[src/rtl/vcf_pkg.sv]
package vcf_pkg;

    parameter int VPI_W       = 8;
    parameter int VCI_W       = 16;
    parameter int PTR_W       = 15;
    parameter int ENTRY_SHIFT = 2;
    parameter int ADDR_W      = 21;
    parameter int NCNT_W      = 5;
    parameter int MCNT_W      = 3;
    parameter int REG_W       = 16;
    parameter int RIDX_W      = 3;
    parameter int MIN_SUM     = 8;
    parameter int MAX_SUM     = PTR_W;

    localparam int SUM_W     = NCNT_W + 1;
    localparam int OFF_W     = PTR_W + ENTRY_SHIFT;
    localparam int BASE_HI_W = ADDR_W - REG_W;

    typedef enum logic [RIDX_W-1:0] {
        REG_JOIN     = 3'd0,
        REG_VPI_CMP  = 3'd1,
        REG_VPI_MSK  = 3'd2,
        REG_VCI_CMP  = 3'd3,
        REG_BASE_LO  = 3'd4,
        REG_BASE_HI  = 3'd5
    } reg_idx_e;

    typedef struct packed {
        logic [NCNT_W-1:0] n_vci;
        logic [MCNT_W-1:0] m_vpi;
        logic [VPI_W-1:0]  vpi_cmp;
        logic [VPI_W-1:0]  vpi_msk;
        logic [VCI_W-1:0]  vci_cmp;
        logic [ADDR_W-1:0] base;
    } cfg_t;

    typedef struct packed {
        logic              pass;
        logic [ADDR_W-1:0] addr;
    } result_t;

    function automatic logic sum_bad(input logic [NCNT_W-1:0] n,
                                     input logic [MCNT_W-1:0] m);
        logic [SUM_W-1:0] s;
        s = SUM_W'(n) + SUM_W'(m);
        return (s < SUM_W'(MIN_SUM)) || (s > SUM_W'(MAX_SUM));
    endfunction

endpackage

[src/rtl/vcf_cfg_regs.sv]
module vcf_cfg_regs
    import vcf_pkg::*;
(
    input  logic              clk,
    input  logic              rst,
    input  logic              we,
    input  logic [RIDX_W-1:0] idx,
    input  logic [REG_W-1:0]  wdata,
    output logic [REG_W-1:0]  rdata,
    output cfg_t              cfg,
    output logic              bad_cfg
);

    logic spare_q;

    always_ff @(posedge clk) begin
        if (rst) begin
            cfg     <= '0;
            spare_q <= 1'b0;
        end else if (we) begin
            case (idx)
                REG_JOIN: begin
                    cfg.n_vci <= wdata[NCNT_W-1:0];
                    cfg.m_vpi <= wdata[NCNT_W+MCNT_W-1:NCNT_W];
                    spare_q   <= wdata[NCNT_W+MCNT_W];
                end
                REG_VPI_CMP: cfg.vpi_cmp <= wdata[VPI_W-1:0];
                REG_VPI_MSK: cfg.vpi_msk <= wdata[VPI_W-1:0];
                REG_VCI_CMP: cfg.vci_cmp <= wdata[VCI_W-1:0];
                REG_BASE_LO: cfg.base[REG_W-1:0] <= wdata;
                REG_BASE_HI: cfg.base[ADDR_W-1:REG_W] <= wdata[BASE_HI_W-1:0];
                default: ;
            endcase
        end
    end

    always_comb begin
        rdata = '0;
        case (idx)
            REG_JOIN:    rdata[NCNT_W+MCNT_W:0] = {spare_q, cfg.m_vpi, cfg.n_vci};
            REG_VPI_CMP: rdata[VPI_W-1:0]       = cfg.vpi_cmp;
            REG_VPI_MSK: rdata[VPI_W-1:0]       = cfg.vpi_msk;
            REG_VCI_CMP: rdata[VCI_W-1:0]       = cfg.vci_cmp;
            REG_BASE_LO: rdata                  = cfg.base[REG_W-1:0];
            REG_BASE_HI: rdata[BASE_HI_W-1:0]   = cfg.base[ADDR_W-1:REG_W];
            default:     rdata                  = '0;
        endcase
    end

    assign bad_cfg = sum_bad(cfg.n_vci, cfg.m_vpi);

endmodule

[src/rtl/vcf_hdr_match.sv]
module vcf_hdr_match
    import vcf_pkg::*;
(
    input  logic [VPI_W-1:0] vpi,
    input  logic [VCI_W-1:0] vci,
    input  logic [VPI_W-1:0] vpi_cmp,
    input  logic [VPI_W-1:0] vpi_msk,
    input  logic [VCI_W-1:0] vci_cmp,
    output logic             hit
);

    logic [VPI_W-1:0] bit_ok;

    for (genvar b = 0; b < VPI_W; b++) begin : g_vpi_bit
        assign bit_ok[b] = !vpi_msk[b] || (vpi[b] == vpi_cmp[b]);
    end

    assign hit = (&bit_ok) && (vci == vci_cmp);

endmodule

[src/rtl/vcf_ptr_gen.sv]
module vcf_ptr_gen
    import vcf_pkg::*;
(
    input  logic [VPI_W-1:0]  vpi,
    input  logic [VCI_W-1:0]  vci,
    input  logic [NCNT_W-1:0] n_vci,
    input  logic [MCNT_W-1:0] m_vpi,
    input  logic [ADDR_W-1:0] base,
    output logic [ADDR_W-1:0] addr
);

    localparam int WIDE = 32;

    logic [WIDE-1:0]   lo_part;
    logic [WIDE-1:0]   hi_part;
    logic [WIDE-1:0]   joined;
    logic [PTR_W-1:0]  ptr;
    logic [OFF_W-1:0]  offset;
    logic              unused_hi;

    always_comb begin
        lo_part = WIDE'(vci) & ((WIDE'(1) << n_vci) - WIDE'(1));
        hi_part = (WIDE'(vpi) & ((WIDE'(1) << m_vpi) - WIDE'(1))) << n_vci;
        joined  = lo_part | hi_part;
    end

    assign ptr       = joined[PTR_W-1:0];
    assign unused_hi = |joined[WIDE-1:PTR_W];
    assign offset    = {ptr, {ENTRY_SHIFT{1'b0}}};
    assign addr      = base + ADDR_W'(offset);

endmodule

[src/rtl/cell_vc_filter.sv]
module cell_vc_filter
    import vcf_pkg::*;
(
    input  logic              clk,
    input  logic              rst,
    input  logic              cfg_we,
    input  logic [2:0]        cfg_addr,
    input  logic [15:0]       cfg_wdata,
    output logic [15:0]       cfg_rdata,
    output logic              cfg_err,
    input  logic              in_valid,
    output logic              in_ready,
    input  logic [7:0]        in_vpi,
    input  logic [15:0]       in_vci,
    output logic              out_valid,
    input  logic              out_ready,
    output logic              out_pass,
    output logic [20:0]       out_addr
);

    cfg_t              cfg;
    logic              hit;
    logic [ADDR_W-1:0] calc_addr;
    result_t           next_res;
    result_t           res_q;
    logic              take;

    vcf_cfg_regs i_regs (
        .clk     (clk),
        .rst     (rst),
        .we      (cfg_we),
        .idx     (cfg_addr),
        .wdata   (cfg_wdata),
        .rdata   (cfg_rdata),
        .cfg     (cfg),
        .bad_cfg (cfg_err)
    );

    vcf_hdr_match i_match (
        .vpi     (in_vpi),
        .vci     (in_vci),
        .vpi_cmp (cfg.vpi_cmp),
        .vpi_msk (cfg.vpi_msk),
        .vci_cmp (cfg.vci_cmp),
        .hit     (hit)
    );

    vcf_ptr_gen i_ptr (
        .vpi   (in_vpi),
        .vci   (in_vci),
        .n_vci (cfg.n_vci),
        .m_vpi (cfg.m_vpi),
        .base  (cfg.base),
        .addr  (calc_addr)
    );

    always_comb begin
        next_res.pass = hit && !cfg_err;
        next_res.addr = next_res.pass ? calc_addr : '0;
    end

    assign in_ready = !out_valid || out_ready;
    assign take     = in_valid && in_ready;

    always_ff @(posedge clk) begin
        if (rst) begin
            out_valid <= 1'b0;
            res_q     <= '0;
        end else if (take) begin
            out_valid <= 1'b1;
            res_q     <= next_res;
        end else if (out_ready) begin
            out_valid <= 1'b0;
        end
    end

    assign out_pass = res_q.pass;
    assign out_addr = res_q.addr;

endmodule

[config.mk]
export PLATFORM = sky130hd
export DESIGN_NAME = cell_vc_filter
export DESIGN_NICKNAME = d
export VERILOG_FILES = /design/src/rtl/vcf_pkg.sv /design/src/rtl/vcf_cfg_regs.sv /design/src/rtl/vcf_hdr_match.sv /design/src/rtl/vcf_ptr_gen.sv /design/src/rtl/cell_vc_filter.sv
export SDC_FILE = /design/constraint.sdc
export NUM_CORES = 1
export LEC_CHECK = 0
export ABC_AREA = 0
export BUFFER_PORTS_ARGS = -buffer_cell sky130_fd_sc_hd__buf_2
export CAP_MARGIN = 30
export CORE_UTILIZATION = 28
export CTS_CLUSTER_DIAMETER = 200
export DETAILED_ROUTE_END_ITERATION = 16
export PLACE_DENSITY = 0.44
export SYNTH_ARGS = -nofsm -noshare
export SYNTH_HDL_FRONTEND = slang
export SYNTH_SLANG_ARGS = --single-unit
[constraint.sdc]
create_clock -name clk -period 3.6 [get_ports clk]
set_input_delay 0.72 -clock clk [delete_from_list [all_inputs] [get_ports clk]]
set_output_delay 0.72 -clock clk [all_outputs]
set_load 0.05 [all_outputs]
# Word level (Yosys, flattened, before mapping)
# Cells that the tools add are included.
dict set report op_classes {
  n_addsub 4
  order_cmp 2
  eq_ne 14
  n_shift 3
  n_mux 7
  n_bitwise 3
  reduce_logical 32
}
# op count
set op_table {}
lappend op_table {{8-bit by 32-bit AND with 32-bit output} 1}
lappend op_table {{1-bit by 3-bit << shifter with 32-bit output (first input constant)} 1}
lappend op_table {{32-bit by 5-bit << shifter with 15-bit output} 1}
lappend op_table {{32-bit by 1-bit subtractor with 32-bit output (second input constant)} 1}
lappend op_table {{5-bit case mux with 6 select lines} 1}
lappend op_table {{21-bit by 17-bit adder with 21-bit output} 1}
lappend op_table {{21-bit 2-to-1 mux} 1}
lappend op_table {{16-bit equality test} 1}
lappend op_table {{15-bit AND} 1}
lappend op_table {{15-bit bitwise OR} 1}
lappend op_table {{3-bit case mux with 5 select lines} 1}
lappend op_table {{1-bit by 5-bit << shifter with 15-bit output (first input constant)} 1}
lappend op_table {{15-bit by 1-bit subtractor with 15-bit output (second input constant)} 1}
lappend op_table {{7-bit case mux with 2 select lines} 1}
lappend op_table {{2-bit AND reduction} 6}
lappend op_table {{1-bit zero test} 10}
lappend op_table {{1-bit logical OR} 10}
lappend op_table {{1-bit equality test} 8}
lappend op_table {{8-bit AND reduction} 1}
lappend op_table {{5-bit by 3-bit adder with 6-bit output} 1}
lappend op_table {{3-bit by 2-bit equality test with 1-bit output (second input constant)} 2}
lappend op_table {{3-bit equality test (second input constant)} 2}
lappend op_table {{6-bit by 4-bit greater-than comparator with 1-bit output (second input constant)} 1}
lappend op_table {{6-bit by 4-bit less-than comparator with 1-bit output (second input constant)} 1}
lappend op_table {{other kinds (6)} 9}
dict set report word_totals {
  reg_bits 85
  input_bits 48
  output_inout_bits 41
}

# Logic depth before layout (Yosys ltp)
# Gate-level depths: netlist of run 1.
dict set report logic_depth {
  word_depth 7
  depth_mapped 22
  ltp_nobuf 19
}

# By module
# From an unflattened synthesis of run 1, not the netlist that was laid out.
dict set report hier_totals {
  hier_cells 726
  area_unflattened_um2 6034.5
}
# mod instances cells_per_inst area_each_um2
set by_module_without_submodules {}
lappend by_module_without_submodules {vcf_cfg_regs 1 325 2841.5}
lappend by_module_without_submodules {vcf_ptr_gen 1 263 1778.0}
lappend by_module_without_submodules {cell_vc_filter 1 103 1108.6}
lappend by_module_without_submodules {vcf_hdr_match 1 35 306.5}

# Worst setup path after synthesis of run 1
# No wires, ideal clock.
dict set report synth_path {
  path_type {register to register}
  start {register, netlist name i_regs.cfg[57]}
  end {register res_q, in the netlist out_addr[18]}
  setup_time_ps 122
  arrival_time_ps 3823
  path_slack_ps -345
  stages_incl_launch_ff 22
  synth_period_minus_slack_ps 3945
  path_cell_list {dfxtp_1 -> clkbuf_1 -> clkbuf_1 -> clkbuf_1 -> or3_1 -> ha_1 -> clkbuf_1 -> nor4_1 -> o21ai_0 -> o21ai_0 -> nand2_1 -> nand2_1 -> a221o_1 -> ha_1 -> clkbuf_1 -> and2_1 -> a31oi_1 -> o211ai_1 -> o22ai_1 -> o41ai_1 -> xnor2_1 -> o21ai_0}
}
dict set report synth_between {
  elab_chain_len 6
  word_cells_on_any_way 13
}
# item line_no
set synth_rtl {}
lappend synth_rtl {{1-bit by 5-bit << shifter with 15-bit output / 5-bit by 3-bit adder with 6-bit output (equally long branches)} {vcf_ptr_gen.sv:22, vcf_pkg.sv:45}}
lappend synth_rtl {{15-bit by 1-bit subtractor with 15-bit output, or another cell as far along} vcf_ptr_gen.sv:22} ;# lo_part = WIDE'(vci) & ((WIDE'(1) << n_vci) - WIDE'(1));
lappend synth_rtl {{15-bit AND / 1-bit logical OR (equally long branches)} {vcf_ptr_gen.sv:22, vcf_pkg.sv:46}}
lappend synth_rtl {{15-bit bitwise OR / 1-bit zero test (equally long branches)} {vcf_ptr_gen.sv:24, cell_vc_filter.sv:58}}
lappend synth_rtl {{21-bit by 17-bit adder with 21-bit output / 1-bit logical AND (equally long branches)} {vcf_ptr_gen.sv:30, cell_vc_filter.sv:58}}
lappend synth_rtl {{21-bit 2-to-1 mux *} cell_vc_filter.sv:59} ;# next_res.addr = next_res.pass ? calc_addr : '0;
lappend synth_rtl {{end signal, assigned} cell_vc_filter.sv:71} ;# res_q <= next_res;
lappend synth_rtl {{end, declared} cell_vc_filter.sv:25} ;# result_t res_q;
# Mark *: on every way between the ends. The rest lies on a longest branch, timed or not.
# A chain may end at the register's enable or synchronous reset.

# Worst setup path after layout of run 1
dict set report layout_path {
  start {register, netlist name i_regs.cfg[53]}
  end {register res_q, in the netlist out_addr[18]}
}
dict set report layout_between {
  elab_chain_len 7
  word_cells_on_any_way 13
}
# item line_no
set layout_rtl {}
lappend layout_rtl {{1-bit by 3-bit << shifter with 32-bit output} vcf_ptr_gen.sv:23} ;# hi_part = (WIDE'(vpi) & ((WIDE'(1) << m_vpi) - WIDE'(1))) << n_vci;
lappend layout_rtl {{32-bit by 1-bit subtractor with 32-bit output} vcf_ptr_gen.sv:23}
lappend layout_rtl {{8-bit by 32-bit AND with 32-bit output} vcf_ptr_gen.sv:23}
lappend layout_rtl {{32-bit by 5-bit << shifter with 15-bit output} vcf_ptr_gen.sv:23}
lappend layout_rtl {{15-bit bitwise OR} vcf_ptr_gen.sv:24} ;# joined = lo_part | hi_part;
lappend layout_rtl {{21-bit by 17-bit adder with 21-bit output} vcf_ptr_gen.sv:30} ;# assign addr = base + ADDR_W'(offset);
lappend layout_rtl {{21-bit 2-to-1 mux *} cell_vc_filter.sv:59}
# Marks and branches as above.

==> flow_metrics.tcl, run 1 <==
set metrics [dict create \
    critPathKind "reg -> reg" \
    failed_checks "negative setup slack" \
    worst_hold_slack_ns 0.459 \
    area_delta_synth_final_pct 31.6 \
    synth_area_sq_mm 0.00547 \
    cts.sinks 85 \
    synth-adder-area-share_pct 4.95 \
    min_from "out_addr[17]$_SDFFE_PP0P_" \
    drc 0 \
    slew_violations 0 \
    worst_ep_arrival_time_ns 3.88 \
    p_leak_nw 2.98 \
    rr_endpoint "out_addr[18]$_SDFFE_PP0P_" \
    grt_first_pass_wirelength_um 32400 \
    timing.fmax_mhz 275 \
    whs_path_depth 2 \
    maxCapViolations 0 \
    cts_root_buf "clkbuf_16" \
    reg2regPathDepth 18 \
    placed_cell_area_sq_mm 0.00658 \
    wire_per_inst_um 18.6 \
    synth-edff-count 0 \
    dp.cells 1117 \
    track_usage_pct 21.4 \
    netlist_instances 748 \
    num_vias 5792 \
    clkLatencyLatePin_ns 0.35 \
    power_density_mw_per_mm2 320 \
    avgSynthCellArea_sq_um 7.31 \
    cts.clk_slew.worst_paths_ns 0.07 \
    ys_warn_count 0 \
    min_period_ns 3.64 \
    fin_ws_ns -0.0402 \
    yosys.area_share.simple_pct 24.2 \
    synth_most_common_cell "nand2_1" \
    grt-ovfl-total 0 \
    r2r-start "i_regs.cfg[53]$_SDFFE_PP0P_" \
    status "finished, violations left" \
    synthTopCellsByArea "dfxtp_1 31%, nand2_1 12%, a21oi_1 8.5%" \
    hold_path.class "reg -> reg" \
    start_util_pct 28.9 \
    max-slew-margin-rel_pct 38.7 \
    final_nets 945 \
    peakVddDrop_mv 0.203 \
    yosys.area.top_type_share_pct 31.1 \
    synth_top_family_by_area "simple AND/OR/NAND/NOR gates" \
    async_flop_share_pct 0 \
    cts_hold_buffers 0 \
    syn_nets 817 \
    fin_area_sq_mm 0.00719 \
    die_w_um 142 \
    critPathLaunchType "flop" \
    wirelength_um 21200 \
    fin_skew_ns 0.0118 \
    viasPerCell 5.08 \
    io_pins 89 \
    cp-end-kind "flop" \
    cts_buffer_depth 2 \
    synth_largest_area_cell "dfxtp_1" \
    gp_congestion 0.893 \
    tightest_slew_ns 0.917 \
    r2r_setup_slack_ns -0.04 \
    rsz0062_at_grt "true" \
    cts_inserted_buffers 9 \
    fin_util_pct 38.1 \
    synth_compound_area_share_pct 23.8 \
    synth.lib_cells_used.distinct 61 \
    grt_pass1_vias 5617 \
    hold_viol 0 \
    final_antenna_net_count 0 \
    fp.dieH_um 142 \
    h-tree-depth 3 \
    grt_max_degree 57 \
    crit_fanout 5 \
    dp_hpwl_um 16300 \
    drive_gt1_share_pct 27.8 \
    antenna_found_initial 0 \
    muxShareOfSynthArea_pct 4.74 \
    synthTopCellsByCount "169 x nand2_1, 93 x a21oi_1, 85 x dfxtp_1, 56 x nor2_1, 46 x o21ai_0" \
    dieArea_sq_mm 0.0201 \
    min_to "out_addr[17]$_SDFFE_PP0P_" \
    required_ns 3.84 \
    antenna_cells 0 \
    cts_tree "done" \
    ys_ff_latch 85 \
    stdcell_count 1141 \
    dr.pass1.iters 5 \
    ys.flop_type "dfxtp_1" \
    synthXorXnorAreaFrac_pct 6.57 \
    setup_viol 1 \
    synth-seq-area-share_pct 31.1 \
    dr.first_iter.drc_count 385 \
    fin_crit_sh_pct 101 \
    core_sq_mm 0.0189 \
    io_buffers 88 \
    num_rows 50 \
]
## layout by cell type, fill, tap and decap left out, types with 3 or more instances in the layout
cell       count
a21o_1         3
a21oi_1       89
a21oi_2        4
a221oi_1       3
a22o_1         9
a22oi_1       19
a31oi_1        5
a31oi_2        3
and2_1         5
and3_1         6
buf_2         88
buf_4         75
clkbuf_16      9
dfxtp_1       83
ha_1          15
ha_4           4
inv_1         11
mux2_2         3
mux2i_1       21
nand2_1      167
nand2b_1       4
nand3_1        9
nor2_1        53
nor2_2         3
nor2b_1       12
nor3_1         6
nor4_1         3
o21ai_0       29
o21ai_1       10
o21ai_2        8
o22ai_1        3
o31ai_1        3
or3_1          5
xnor2_1       18
xor2_1        22
## state kept, by name (all words and copies together) (netlist names)
register / count
out_valid: 1
out_addr: 21
i_regs.cfg: 61
i_regs.spare_q: 1
out_pass: 1
## layer usage
layer	wire length [um]	up-vias	global-route usage (%)
met3	788	26	3.07
met1	10100	2740	29.3
met4	446	0	6.45
met2	9890	156	34.8
li1	-	2870	-
met5	0	-	0
## cells by family (layout without fill, tap and decap cells)
family                     count (synthesis)  count (layout)
and+or+nand+nor                          299             299
buffers and inverters                     60             193
muxes                                     25              25
DFF                                       85              85
AOI/OAI and AO/OA                        217             217
xor gates and xnor gates                  41              41
adders and majority gates                 21              21
## worst max path at each step
stage / depth (start not counted) / slack [ns] / to / start
global placement: 17 / -0.23 / out_addr[12]$_SDFFE_PP0P_ / i_regs.cfg[54]$_SDFFE_PP0P_
global route: 17 / -0.18 / out_addr[19]$_SDFFE_PP0P_ / i_regs.cfg[53]$_SDFFE_PP0P_
finish: 18 / -0.04 / out_addr[18]$_SDFFE_PP0P_ / i_regs.cfg[53]$_SDFFE_PP0P_
detailed placement: 17 / -0.35 / out_addr[12]$_SDFFE_PP0P_ / i_regs.cfg[54]$_SDFFE_PP0P_
floorplan: 21 / 0.005 / out_addr[19]$_SDFFE_PP0P_ / i_regs.cfg[57]$_SDFFE_PP0P_
CTS: 17 / 0.00005 / out_addr[19]$_SDFFE_PP0P_ / i_regs.cfg[53]$_SDFFE_PP0P_
## critical path: stages, from the launching register on
cell	delay, ns
dfxtp_2	0.32
or3_4	0.39
ha_4	0.18
or3_1	0.32
a21boi_2	0.14
o21ai_2	0.10
o21ai_0	0.17
a21oi_1	0.09
a21o_1	0.19
o21ai_2	0.16
ha_1	0.18
buf_4	0.13
o2111ai_2	0.11
buf_4	0.17
a21oi_2	0.13
o22ai_2	0.14
o41ai_2	0.39
xnor2_1	0.15
o21ai_0	0.08
## report_power, final
group / total [W] / internal, W / switching [W]
combinational: 0.000405 / 0.000161 / 0.000244
sequential: 0.000973 / 0.000955 / 0.0000179
clock: 0.000925 / 0.000493 / 0.000431
total: 0.00230 / 0.00161 / 0.000693
## cell type report
class	instances	area [sq um]
Fill cell	2019	11700
Multi-Input combinational cell	603	3810
Sequential cell	85	1700
Timing Repair Buffer	164	1010
Tap cell	260	325
Clock buffer	10	239
Inverter	13	48.8
Clock inverter	6	46.3
## what timing repair did
action                                  in CTS  in global routing
pin swaps                                   12                 27
endpoints found under the hold margin        0                  0
setup buffers                                3                  5
endpoints found under the setup margin      11                 13
resized for setup                           28                 44
## metrics by stage
| stage | TNS (ns) | power (W) | setup WS, ns |
|---|---|---|---|
| 6_report | -0.0402 | 0.00230 | -0.0402 |
| 5_1_grt | -1.12 | 0.00240 | -0.180 |
| 4_1_cts | 0 | 0.00229 | 0.0000471 |
| 3_5_place_dp | -1.83 | 0.00137 | -0.347 |
| 3_3_place_gp | -1.18 | 0.00136 | -0.229 |
| 2_1_floorplan | 0 | 0.00119 | 0.00461 |
Note: power is estimated with default switching activity, not from simulation.
==> run 2: changes to the inputs <==
--- a/config.mk
+++ b/config.mk
@@ -11,7 +11,8 @@
 export CORE_UTILIZATION = 28
 export CTS_CLUSTER_DIAMETER = 200
 export DETAILED_ROUTE_END_ITERATION = 16
-export PLACE_DENSITY = 0.44
+export PLACE_DENSITY = 0.42
 export SYNTH_ARGS = -nofsm -noshare
 export SYNTH_HDL_FRONTEND = slang
 export SYNTH_SLANG_ARGS = --single-unit
+export TNS_END_PERCENT = 30
==> constraint.sdc (replaced) <==
create_clock -name clk -period 3.8 [get_ports clk]
set_input_delay 0.76 -clock clk [delete_from_list [all_inputs] [get_ports clk]]
set_output_delay 0.76 -clock clk [all_outputs]
set_load 0.05 [all_outputs]
==> run 2 against run 1 <==
The run now ends clean. Critical path depth down 1. Critical path type unchanged. Largest cell class unchanged. Hold slack worse by 0.0060 ns. First-iteration DRC count down 3.6%.
==> flow_metrics.tcl, run 2 (synthesis gave the netlist of run 1 again) <==
set metrics [dict create \
    peakVddDrop_mv 0.207 \
    cts_tree "done" \
    start_util_pct 28.9 \
    final_antenna_net_count 0 \
    tightest_slew_ns 0.897 \
    cts_inserted_buffers 9 \
    cts.sinks 85 \
    hold_path.class "reg -> reg" \
    timing.fmax_mhz 271 \
    wirelength_um 21200 \
    p_leak_nw 2.88 \
    grt_first_pass_wirelength_um 31700 \
    worst_hold_slack_ns 0.453 \
    worst_ep_arrival_time_ns 3.92 \
    track_usage_pct 21.1 \
    antenna_cells 0 \
    fin_util_pct 36.9 \
    hold_viol 0 \
    num_vias 5730 \
    power.total_w 0.00213 \
    top_register "i_regs.cfg" \
    drive_gt1_share_pct 24.7 \
    dp_hpwl_um 16300 \
    fp.dieH_um 142 \
    cp-end-kind "flop" \
    crit_fanout 4 \
    critPathLaunchType "flop" \
    dieArea_sq_mm 0.0201 \
    wire_per_inst_um 19.0 \
    h-tree-depth 3 \
    rsz0062_at_grt "true" \
    power_density_mw_per_mm2 306 \
    cts.clk_slew.worst_paths_ns 0.06 \
    min_period_ns 3.69 \
    status "finished, final reports clean" \
    largest_reg_flops 61 \
    setup_viol 0 \
    io_buffers 88 \
    maxCapViolations 0 \
    clkLatencyLatePin_ns 0.35 \
    fin_area_sq_mm 0.00698 \
    num_rows 50 \
    cts_buffer_depth 2 \
    mostFrequentLayoutCells "168 x nand2_1, 88 x a21oi_1, 88 x buf_2, 84 x dfxtp_1, 56 x buf_4" \
    area_delta_synth_final_pct 27.6 \
    final_nets 925 \
    slew_violations 0 \
    filler_cell_count 2082 \
    grt_max_degree 42 \
    final_common_cell "nand2_1" \
    grt-ovfl-total 0 \
    drc 0 \
    max-slew-margin-rel_pct 40.0 \
    core_sq_mm 0.0189 \
    dr.pass1.iters 5 \
    cts_hold_buffers 0 \
    gp_congestion 0.872 \
    fin_skew_ns 0.00962 \
    grt_pass1_vias 5308 \
    placed_cell_area_sq_mm 0.00641 \
    die_w_um 142 \
    dr.first_iter.drc_count 371 \
    viasPerCell 5.12 \
    critPathKind "reg -> reg" \
    antenna_found_initial 0 \
    io_pins 89 \
    fin_crit_sh_pct 97.1 \
    required_ns 4.03 \
    cts_root_buf "clkbuf_16" \
]
-- run 2: changes by cell type in the layout (fill, tap and decap cells not counted), moves of 2 or more --
cell      previous run  this run
ha_2                 1         3
ha_4                 4         0
o21ai_1             10         7
o21ai_0             29        33
ha_1                15        17
nor3_1               6         8
a31oi_1              5         7
o21ai_2              8         6
buf_4               75        56
clkinv_2             2         0
a31oi_2              3         0
nor3_2               2         0
-- run 2: routing by layer --
layer  wire (um)  vias up  part of all wire, %  GRT usage [%]
met4         463        0                  2.2           6.73
met3         861       33                  4.1           3.41
met5           0        -                    0              0
li1            -     2825                    -              -
met1        9830     2712                   46           28.0
met2       10100      160                   47           34.8
-- run 2: per-stage QoR --
stage / cells / TNS, ns / setup WS (ns)
after floorplan: 748 / 0 / 0.0274
after global placement: 1100 / -0.144 / -0.0488
after detailed placement: 1100 / -0.389 / -0.0907
after CTS: 1115 / 0 / 0.000314
after global routing: 1120 / -0.0624 / -0.0259
final: 1120 / 0 / 0.109
-- run 2: worst paths after layout --
kind	from	to	slack [ns]	cells after the start
min	out_addr[20]$_SDFFE_PP0P_	out_addr[20]$_SDFFE_PP0P_	0.45	2
max reg2reg	i_regs.cfg[54]$_SDFFE_PP0P_	out_addr[17]$_SDFFE_PP0P_	0.11	17
min reg2reg	out_addr[20]$_SDFFE_PP0P_	out_addr[20]$_SDFFE_PP0P_	0.45	2
max	i_regs.cfg[54]$_SDFFE_PP0P_	out_addr[17]$_SDFFE_PP0P_	0.11	17
-- run 2: repair_timing --
item,in CTS,in global routing
pin swaps,0,24
endpoints found under the setup margin,7,11
resized for setup,5,62
buffers inserted,0,6
-- run 2: report_power, final --
group	switching, W	internal (W)	total [W]
sequential	0.0000163	0.000905	0.000921
clock	0.000395	0.000462	0.000857
combinational	0.000223	0.000133	0.000356
total	0.000635	0.00150	0.00213
-- run 2: cell type report --
| type | count | area, sq um | area share, % |
|---|---|---|---|
| flip-flops and latches | 85 | 1700 | 24.4 |
| clock inverters | 4 | 32.5 | 0.466 |
| inverters | 13 | 48.8 | 0.700 |
| clock buffers | 11 | 243 | 3.48 |
| well taps | 260 | 325 | 4.66 |
| multi-input cells | 603 | 3760 | 53.9 |
| repair buffers | 144 | 861 | 12.3 |
-- run 2: critical path, cell delays in order, from the launching register on --
cell and delay (ns):
dfxtp_2 0.33, or3_1 0.35, ha_2 0.18, or3_1 0.32, a21boi_2 0.19, o21ai_4 0.08
o21ai_0 0.17, a21oi_1 0.08, a21o_1 0.19, o21ai_2 0.15, ha_1 0.27, buf_4 0.16
o2111a_1 0.25, a21o_1 0.20, o2111ai_2 0.27, nand2_1 0.11, xnor2_1 0.19, o21ai_1 0.09
==> run 3: changes to the inputs <==
--- a/config.mk
+++ b/config.mk
@@ -11,7 +11,7 @@
 export CORE_UTILIZATION = 28
 export CTS_CLUSTER_DIAMETER = 200
 export DETAILED_ROUTE_END_ITERATION = 16
-export PLACE_DENSITY = 0.42
+export PLACE_DENSITY = 0.44
 export SYNTH_ARGS = -nofsm -noshare
 export SYNTH_HDL_FRONTEND = slang
 export SYNTH_SLANG_ARGS = --single-unit
==> constraint.sdc (replaced) <==
create_clock -name clk -period 3.2 [get_ports clk]
set_input_delay 0.64 -clock clk [delete_from_list [all_inputs] [get_ports clk]]
set_output_delay 0.64 -clock clk [all_outputs]
set_load 0.05 [all_outputs]
==> run 3 against run 2 <==
The run now ends with negative setup slack left. Critical path depth is 2 higher. Total power increased by 23%. Sequential share of layout area shrank 1.4 points. Setup slack lost 0.60 ns. Register-to-register slack got worse by 0.60 ns. Hold slack worse by 0.012 ns. Die area stayed put. Combinational power rose by 30%. Largest cell class unchanged.
==> flow_metrics.tcl, run 3 (synthesis gave the netlist of run 1 again) <==
set metrics [dict create \
    status "finished, violations left" \
    failed_checks "negative setup slack" \
    grt_max_degree 79 \
    start_util_pct 28.9 \
    die_w_um 142 \
    min_period_ns 3.69 \
    cp-end-kind "flop" \
    grt_pass1_vias 5607 \
    io_buffers 88 \
    h-tree-depth 3 \
    num_rows 50 \
    cts.clk_slew.worst_paths_ns 0.08 \
    cts.sinks 85 \
    max-slew-margin-rel_pct 43.3 \
    maxCapViolations 0 \
    critPathLaunch "i_regs.cfg[54]$_SDFFE_PP0P_" \
    required_ns 3.43 \
    grt_first_pass_wirelength_um 32800 \
    cts_buffer_depth 2 \
    hold_viol 0 \
    min_to "out_addr[20]$_SDFFE_PP0P_" \
    grt-ovfl-total 0 \
    fin_skew_ns 0.0215 \
    timing.fmax_mhz 271 \
    core_sq_mm 0.0189 \
    track_usage_pct 21.9 \
    drive_gt1_share_pct 29.5 \
    critPathKind "reg -> reg" \
    fin_crit_sh_pct 115 \
    stdcell_count 1171 \
    slew_violations 0 \
    largest_reg_flops 61 \
    fp.dieH_um 142 \
    hold_path.class "reg -> reg" \
    num_vias 5922 \
    p_leak_nw 3.15 \
    fin_ws_ns -0.486 \
    min_from "out_addr[20]$_SDFFE_PP0P_" \
    r2r_setup_slack_ns -0.49 \
    critPathLaunchType "flop" \
    cts_inserted_buffers 9 \
    filler_cell_count 2063 \
    seqCellArea_sq_mm 0.00170 \
    wirelength_um 21700 \
    critical-path-max-stage-delay_ns 0.38 \
    setup_viol 15 \
    power.total_w 0.00262 \
    mostFrequentLayoutCells "169 x nand2_1, 103 x buf_4, 88 x buf_2, 86 x a21oi_1, 83 x dfxtp_1" \
    whs_path_depth 2 \
    cts_hold_buffers 0 \
    worst_ep_arrival_time_ns 3.92 \
    io_pins 89 \
    dieArea_sq_mm 0.0201 \
    antenna_found_initial 1 \
    cts_tree "done" \
    final_common_cell "nand2_1" \
    crit_slowest_cell "or3_4" \
    top_register "i_regs.cfg" \
    dr.pass1.iters 5 \
    gp_congestion 0.897 \
    final_antenna_net_count 0 \
    viasPerCell 5.06 \
    dr.first_iter.drc_count 409 \
    crit_fanout 5 \
    peakVddDrop_mv 0.261 \
    reg2regPathDepth 19 \
    final_nets 975 \
    drc 0 \
    cp_cell_sequence "or3_4 -> ha_4 -> or3_4 -> a21boi_4 -> o21ai_4 -> o21ai_1 -> a21oi_1 -> a21o_1 -> o21ai_2 -> ha_4 -> a21o_1 -> a21oi_2 -> buf_4 -> a21oi_2 -> o22ai_2 -> buf_4 -> o22ai_2 -> xnor2_1 -> o21ai_1" \
    area_delta_synth_final_pct 35.3 \
    wire_per_inst_um 18.5 \
    r2r-start "i_regs.cfg[54]$_SDFFE_PP0P_" \
    rsz0062_at_grt "true" \
    antenna_cells 0 \
    dp.cells 1146 \
    power_density_mw_per_mm2 354 \
    clkLatencyLatePin_ns 0.36 \
    dp_hpwl_um 16900 \
    tightest_slew_ns 0.850 \
    rr_endpoint "out_addr[20]$_SDFFE_PP0P_" \
    cts_root_buf "clkbuf_16" \
    multiInputGateArea_sq_mm 0.00377 \
]
==> run 3: cell count changes in the layout (fill, tap and decap cells not counted), sizes merged <==
cell / before / now
clkinvlp: 2 / 0
clkbuf: 11 / 10
inv: 13 / 16
buf: 144 / 194
clkinv: 2 / 3
==> run 3: power breakdown <==
group	leakage, nW	switching [W]	internal (W)
clock	0.147	0.000492	0.000565
sequential	0.688	0.0000232	0.00107
combinational	2.31	0.000271	0.000193
total	3.15	0.000786	0.00183
==> run 3: worst max-delay path by stage <==
stage | to | slack, ns | depth (start not counted)
2_1_floorplan | out_addr[20]$_SDFFE_PP0P_ | -0.31 | 16
3_3_place_gp | out_addr[19]$_SDFFE_PP0P_ | -0.51 | 17
3_5_place_dp | out_addr[12]$_SDFFE_PP0P_ | -0.59 | 17
4_1_cts | out_addr[16]$_SDFFE_PP0P_ | -0.46 | 19
5_1_grt | out_addr[18]$_SDFFE_PP0P_ | -0.64 | 18
6_report | out_addr[20]$_SDFFE_PP0P_ | -0.49 | 19
==> run 3: metrics by stage <==
step	hold WS (ns)	area, sq um	setup WS (ns)	utilization [%]	TNS (ns)
floorplan	0.434	5580	-0.308	-	-2.17
global placement	0.437	6820	-0.506	36.1	-5.43
detailed placement	0.441	6820	-0.589	36.1	-6.15
CTS	0.446	7200	-0.455	38.1	-4.58
global route	0.460	7400	-0.640	39.2	-7.60
finish	0.441	7400	-0.486	39.2	-5.05
==> run 3: timing repair <==
item,in CTS,in global routing
pin swaps,10,22
setup buffers,2,7
endpoints found under the setup margin,15,15
hold endpoints to repair,0,0
resized for setup,27,29
==> run 3: per-layer routing <==
layer  GRT usage (%)  part of all wire (%)  routed length (um)  vias to the layer above
met5               0                     0                   0                        -
met4            5.49                   1.5                 323                        0
met3            3.21                   4.2                 901                       21
met2            36.0                    47               10200                      178
met1            29.9                    47               10300                     2792
li1                -                     -                   -                     2931
==> run 3: cell type report <==
| type | instances | area share (%) |
|---|---|---|
| clock buffers | 10 | 3.23 |
| clock inverters | 6 | 0.727 |
| inverters | 13 | 0.694 |
| multi-input cells | 603 | 50.9 |
| flip-flops and latches | 85 | 23.0 |
| well taps | 260 | 4.40 |
| repair buffers | 194 | 17.0 |
==> run 3: worst max-delay path, delay by kind of cell (launching register included) <==
family,cells,cell delay (ns)
DFF,1,0.34
xor gates and xnor gates,1,0.18
AOI/OAI and AO/OA,12,1.58
and+or+nand+nor,2,0.72
buffers and inverters,2,0.29
adders and majority gates,2,0.42
